==> src/rtl/evt_timer_pkg.sv <==
package evt_timer_pkg;
  localparam int DATA_W = 8;
  localparam int ADDR_W = 4;
  localparam int CNT_W  = 2 * DATA_W;
  localparam logic [ADDR_W-1:0] OFF_LO = 4'h8;
  localparam logic [ADDR_W-1:0] OFF_HI = 4'h9;

  typedef struct packed {
    logic              wr_lo;
    logic              wr_hi;
    logic              rd_lo;
    logic [DATA_W-1:0] data;
  } bus_cmd_t;
endpackage

==> src/rtl/evt_timer_edge.sv <==
module evt_timer_edge #(
  parameter int SYNC_STAGES = 2
) (
  input  logic clk_i,
  input  logic rst_ni,
  input  logic pin_i,
  output logic fall_o
);
  logic [SYNC_STAGES-1:0] sync_q;
  logic                   prev_q;

  // idle-high reset so release from reset makes no edge
  always_ff @(posedge clk_i or negedge rst_ni) begin
    if (!rst_ni) sync_q[0] <= 1'b1;
    else         sync_q[0] <= pin_i;
  end

  for (genvar i = 1; i < SYNC_STAGES; i++) begin : g_sync
    always_ff @(posedge clk_i or negedge rst_ni) begin
      if (!rst_ni) sync_q[i] <= 1'b1;
      else         sync_q[i] <= sync_q[i-1];
    end
  end

  always_ff @(posedge clk_i or negedge rst_ni) begin
    if (!rst_ni) prev_q <= 1'b1;
    else         prev_q <= sync_q[SYNC_STAGES-1];
  end

  assign fall_o = prev_q & ~sync_q[SYNC_STAGES-1];

  AST_EDGE_SINGLE: assert property (@(posedge clk_i) disable iff (!rst_ni)
    fall_o |=> !fall_o);
endmodule

==> src/rtl/evt_timer_regs.sv <==
module evt_timer_regs
  import evt_timer_pkg::*;
(
  input  logic              clk_i,
  input  logic              rst_ni,
  input  logic [ADDR_W-1:0] addr_i,
  input  logic              wr_i,
  input  logic              rd_i,
  input  logic [DATA_W-1:0] wdata_i,
  input  logic [CNT_W-1:0]  cnt_i,
  output bus_cmd_t          cmd_o,
  output logic [DATA_W-1:0] hold_o,
  output logic [DATA_W-1:0] rdata_o
);
  logic [DATA_W-1:0] hold_q;

  assign cmd_o.wr_lo = wr_i & (addr_i == OFF_LO);
  assign cmd_o.wr_hi = wr_i & (addr_i == OFF_HI);
  assign cmd_o.rd_lo = rd_i & (addr_i == OFF_LO);
  assign cmd_o.data  = wdata_i;

  always_ff @(posedge clk_i or negedge rst_ni) begin
    if (!rst_ni)          hold_q <= '0;
    else if (cmd_o.wr_lo) hold_q <= wdata_i;
  end

  assign hold_o = hold_q;

  always_comb begin
    unique case (addr_i)
      OFF_LO:  rdata_o = cnt_i[DATA_W-1:0];
      OFF_HI:  rdata_o = cnt_i[CNT_W-1:DATA_W];
      default: rdata_o = '0;
    endcase
  end

  AST_HOLD_ONLY_LO: assert property (@(posedge clk_i) disable iff (!rst_ni)
    !cmd_o.wr_lo |=> $stable(hold_q));
endmodule

==> src/rtl/evt_timer_core.sv <==
module evt_timer_core
  import evt_timer_pkg::*;
(
  input  logic              clk_i,
  input  logic              rst_ni,
  input  bus_cmd_t          cmd_i,
  input  logic [DATA_W-1:0] hold_i,
  input  logic              pulse_mode_i,
  input  logic              fall_i,
  output logic [CNT_W-1:0]  cnt_o,
  output logic              flag_o
);
  logic [CNT_W-1:0] cnt_q;
  logic             run_q, armed_q, flag_q;
  logic             tick, fire;

  assign tick = run_q & (pulse_mode_i ? fall_i : 1'b1);
  assign fire = tick & armed_q & (cnt_q == '0);

  // load beats timeout, timeout beats read-clear
  always_ff @(posedge clk_i or negedge rst_ni) begin
    if (!rst_ni) begin
      cnt_q   <= '0;
      run_q   <= 1'b0;
      armed_q <= 1'b0;
      flag_q  <= 1'b0;
    end else if (cmd_i.wr_hi) begin
      cnt_q   <= {cmd_i.data, hold_i};
      run_q   <= 1'b1;
      armed_q <= 1'b1;
      flag_q  <= 1'b0;
    end else begin
      if (tick) cnt_q <= cnt_q - 1'b1;
      if (fire) begin
        flag_q  <= 1'b1;
        armed_q <= 1'b0;
      end else if (cmd_i.rd_lo) begin
        flag_q  <= 1'b0;
      end
    end
  end

  assign cnt_o  = cnt_q;
  assign flag_o = flag_q;

  AST_IDLE_HOLD: assert property (@(posedge clk_i) disable iff (!rst_ni)
    (!run_q && !cmd_i.wr_hi) |=> $stable(cnt_q));
  AST_LOAD_CLR: assert property (@(posedge clk_i) disable iff (!rst_ni)
    cmd_i.wr_hi |=> !flag_q);
  AST_PULSE_HOLD: assert property (@(posedge clk_i) disable iff (!rst_ni)
    (pulse_mode_i && !fall_i && !cmd_i.wr_hi) |=> $stable(cnt_q));
  AST_WRAP_FLAG: assert property (@(posedge clk_i) disable iff (!rst_ni)
    $rose(flag_q) |-> (cnt_q == '1));
  AST_ONE_SHOT: assert property (@(posedge clk_i) disable iff (!rst_ni)
    $rose(flag_q) |-> $past(armed_q));
  AST_RD_CLR: assert property (@(posedge clk_i) disable iff (!rst_ni)
    (cmd_i.rd_lo && !cmd_i.wr_hi && !fire) |=> !flag_q);
endmodule

==> src/rtl/evt_timer.sv <==
module evt_timer
  import evt_timer_pkg::*;
#(
  parameter int SYNC_STAGES = 2
) (
  input  logic              clk_i,
  input  logic              rst_ni,
  input  logic [ADDR_W-1:0] addr_i,
  input  logic              wr_i,
  input  logic              rd_i,
  input  logic [DATA_W-1:0] wdata_i,
  output logic [DATA_W-1:0] rdata_o,
  input  logic              pulse_mode_i,
  input  logic              pulse_i,
  output logic              irq_flag_o
);
  bus_cmd_t          cmd;
  logic [DATA_W-1:0] hold;
  logic [CNT_W-1:0]  cnt;
  logic              fall;

  evt_timer_edge #(.SYNC_STAGES(SYNC_STAGES)) u_edge (
    .clk_i (clk_i),
    .rst_ni(rst_ni),
    .pin_i (pulse_i),
    .fall_o(fall)
  );

  evt_timer_regs u_regs (
    .clk_i  (clk_i),
    .rst_ni (rst_ni),
    .addr_i (addr_i),
    .wr_i   (wr_i),
    .rd_i   (rd_i),
    .wdata_i(wdata_i),
    .cnt_i  (cnt),
    .cmd_o  (cmd),
    .hold_o (hold),
    .rdata_o(rdata_o)
  );

  evt_timer_core u_core (
    .clk_i       (clk_i),
    .rst_ni      (rst_ni),
    .cmd_i       (cmd),
    .hold_i      (hold),
    .pulse_mode_i(pulse_mode_i),
    .fall_i      (fall),
    .cnt_o       (cnt),
    .flag_o      (irq_flag_o)
  );
endmodule

==> config.mk <==
export PLATFORM = sky130hd
export DESIGN_NAME = evt_timer
export DESIGN_NICKNAME = d
export VERILOG_FILES = /design/src/rtl/evt_timer_pkg.sv /design/src/rtl/evt_timer_edge.sv /design/src/rtl/evt_timer_regs.sv /design/src/rtl/evt_timer_core.sv /design/src/rtl/evt_timer.sv
export SDC_FILE = /design/constraint.sdc
export NUM_CORES = 1
export LEC_CHECK = 0
export BUFFER_PORTS_ARGS = -buffer_cell sky130_fd_sc_hd__buf_2
export CORE_ASPECT_RATIO = 0.9
export CORE_UTILIZATION = 48
export CTS_BUF_LIST = sky130_fd_sc_hd__clkbuf_16
export DETAILED_ROUTE_END_ITERATION = 10
export PLACE_DENSITY = 0.7
export SLEW_MARGIN = 20
export SYNTH_ARGS = -nofsm -noshare
export SYNTH_HDL_FRONTEND = slang
export SYNTH_SLANG_ARGS = --single-unit
==> constraint.sdc <==
create_clock -name clk_i -period 2 [get_ports clk_i]
set_clock_uncertainty 0.15 [all_clocks]
set_input_delay 0.4 -clock clk_i [delete_from_list [all_inputs] [get_ports clk_i]]
set_output_delay 0.4 -clock clk_i [all_outputs]
set_load 0.02 [all_outputs]
==> results.py <==
metrics = {
    "outcome": {
        "outcome": "finished with violations",
        "violations": "setup timing",
    },
    "sta": {
        "setup_viol": 1,
        "setup_ws_ns": -0.00366,
        "fmax_ghz": 0.499,
        "slew_headroom_pct": 54.6,
        "hold_viol_final": 0,
        "maxSlewViolCount": 0,
        "finalCriticalPeriod_ns": 2.00,
        "worst-slew-pin-transition_ns": 0.680,
        "rsz0062_at_grt": "true",
        "holdWs_ns": 0.0129,
        "finalCritPeriodShare_pct": 100,
    },
    "logic_synthesis": {
        "synth.area.top_cells": "dfrtp_1 (45%), mux2_2 (6.7%), dfstp_2 (5.2%)",
        "syn_inst": 145,
        "netlist.area_leader.share_pct": 44.7,
        "synth.most_common_cell": "dfrtp_1",
        "synth_common_cells": "dfrtp_1 (27), nor2_1 (13), a31oi_1 (12), o21ai_0 (11)",
        "synth-seq-area-share_pct": 50.0,
        "synth_edf_count": 0,
        "syn-num-nets": 164,
        "synth_area_um2": 1510,
        "synth_largest_area_cell": "dfrtp_1",
        "yosys_warnings": 0,
        "yosys_register_bits": 30,
        "synth_ff_type": "dfrtp_1",
        "yosysUniqueCellTypes": 35,
        "postSynthAreaPerCell_um2": 10.4,
        "synth_async_sr_flop_share_pct": 100,
    },
    "placed_design": {
        "gp_congestion": 0.870,
        "port_buffers": 26,
        "dp_cells": 223,
        "dp_hpwl_mm": 2.64,
    },
    "clock_network": {
        "tritoncts": "yes",
        "h-tree-depth": 2,
        "clockRootBuffer": "clkbuf_16",
        "clockBufferDepth": 2,
        "cts_buffers": 5,
        "clkSinkCount": 30,
        "clkTransAtPathRegs_ns": 0.05,
        "clk_latency_ns": 0.27,
    },
    "grt": {
        "overflow": 0,
        "antenna_found_initial": 0,
        "grt_pass1_wl_mm": 6.49,
        "grt_pass1_vias": 1400,
        "grt.total_usage_pct": 26.8,
        "grt_max_degree": 31,
    },
    "cells_and_area": {
        "area_growth_pct": 31.7,
        "final_cells": 234,
        "diodes": 0,
        "drive_above_1_share_pct": 40.2,
        "nets": 212,
    },
    "pwr": {
        "sw_frac_of_total_pct": 33.1,
        "clock_power_share_pct": 28.3,
        "peakVddDrop_v": 0.000740,
        "p_leak_nw": 0.865,
        "switchingPower_mw": 0.803,
        "power_frac_comb_pct": 31.0,
        "p_int_mw": 1.63,
        "p_per_area_nw_per_um2": 1220,
        "seqPwrFrac_pct": 40.7,
    },
    "routing": {
        "viasPerCell": 5.97,
        "drt_first_iter_violations": 45,
        "drcViolationCount": 0,
        "dr_total_vias": 1398,
        "wirelength_mm": 3.94,
        "wl_per_cell_um": 16.8,
        "drt_first_pass_iters": 4,
        "ant_nets": 0,
    },
    "critical_path": {
        "crit_type": "register to register",
        "required_ns": 2.04,
        "cp-start-kind": "register",
        "timing.rr.end": "u_core.cnt_o[8]",
        "critPathMaxFanout": 6,
        "r2r-start": "u_core.cnt_o[2]",
        "cp.arrival_ns": 2.05,
        "end_kind": "register",
        "r2r_setup_slack_ns": -0.004,
        "r2r_cells": 4,
    },
    "floorplanning": {
        "die_x_um": 61.1,
        "core-area_um2": 2860,
        "ios": 27,
        "placementRows": 18,
        "start_util_pct": 52.8,
        "die_area_um2": 3380,
        "die_y_um": 55.2,
    },
    "flow_run": {
        "max-cap-violations": 0,
    },
    "worst_hold_path": {
        "hp-class": "input port to asynchronous set/reset pin",
    },
}
through the flow:
step	setup TNS, ns	cell area (µm²)	total power, mW	util [%]	setup WS [ns]
2_1_floorplan	0	1510	1.33	-	0.0516
3_3_place_gp	0	1790	1.60	62.7	0.0706
3_5_place_dp	0	1790	1.64	62.7	0.0429
4_1_cts	0	1940	2.36	67.8	0.00963
5_1_grt	-0.120	1990	2.59	69.6	-0.0811
6_report	-0.00366	1990	2.43	69.6	-0.00366
layout by cell type (no fill, tap or decap), drive strengths merged:
cell type,instances
nor2b,1
or4,8
or2,1
and2,1
a21o,1
mux2,9
inv,6
o2111ai,1
clkbuf,5
o21ai,12
dfrtp,27
ha,1
o31ai,6
a31oi,12
nor4b,1
nor4,1
o211ai,3
nor3,3
dfstp,3
xor2,2
xnor2,1
nor2,13
buf,45
nand4b,1
or3,9
nor4bb,1
nand3,2
a22o,8
nand2b,1
nand2,9
routing by layer:
metal / track usage, % / up-vias / part of all wire [%]
li1: - / 654 / -
met1: 35.4 / 688 / 44
met2: 39.6 / 45 / 48
met3: 7.26 / 11 / 4.9
met4: 13.6 / 0 / 2.6
met5: 0 / - / 0
worst max-delay path, cell delays in order, from the launching register on:
cell and delay [ns]:
dfrtp_1 0.41, or3_4 0.44, or4_4 0.43, or3_1 0.33
a31oi_1 0.18
power by group through the flow:
stage / logic, mW / registers [mW] / clock network (mW)
final: 0.752 / 0.988 / 0.688
after global routing: 0.843 / 1.01 / 0.731
after CTS: 0.703 / 0.964 / 0.697
after detailed placement: 0.659 / 0.977 / 0
after global placement: 0.635 / 0.967 / 0
after floorplan: 0.379 / 0.954 / 0
timing repair:
item,in CTS,in global routing
pin swaps,0,10
hold buffers,0,0
endpoints found under the setup margin,1,12
gates resized for setup,0,11
buffers inserted,1,2
flip-flops by register name, indices dropped and copies added, names as in the netlist:
signal          count
u_edge.sync_q       2
u_core.cnt_o       16
u_core.flag_o       1
u_regs.hold_o       8
u_core.run_q        1
u_core.armed_q      1
u_edge.prev_q       1
worst max-delay path by stage:
stage	start	end	slack (ns)
after floorplan	u_edge.prev_q	u_core.armed_q	0.05
after global placement	u_core.cnt_o[4]	u_core.cnt_o[8]	0.07
after detailed placement	u_core.cnt_o[4]	u_core.cnt_o[8]	0.04
after CTS	u_core.cnt_o[3]	u_core.cnt_o[8]	0.01
after global routing	u_core.cnt_o[2]	u_core.cnt_o[8]	-0.08
final	u_core.cnt_o[2]	u_core.cnt_o[8]	-0.004
layout make-up:
cell class              count  area [µm²]
multi-input cells         108         764
clock inverters             3        11.3
clock buffers               5         125
well taps                  40        50.0
flip-flops and latches     30         754
repair buffers             45         273
fillers                   238         871
inverters                   3        11.3
logic make-up (layout without fill, tap and decap cells):
kind of cell	count (synthesis)	count (layout)	share of synthesized area (%)
muxes	9	9	6.71
xor gates and xnor gates	3	3	1.74
and+or+nand+nor	52	52	19.7
AOI/OAI and AO/OA	43	43	19.2
buffers and inverters	7	56	1.82
DFF	30	30	50.0
adders and majority gates	1	1	0.828
Power figures use the tool's default switching activity.
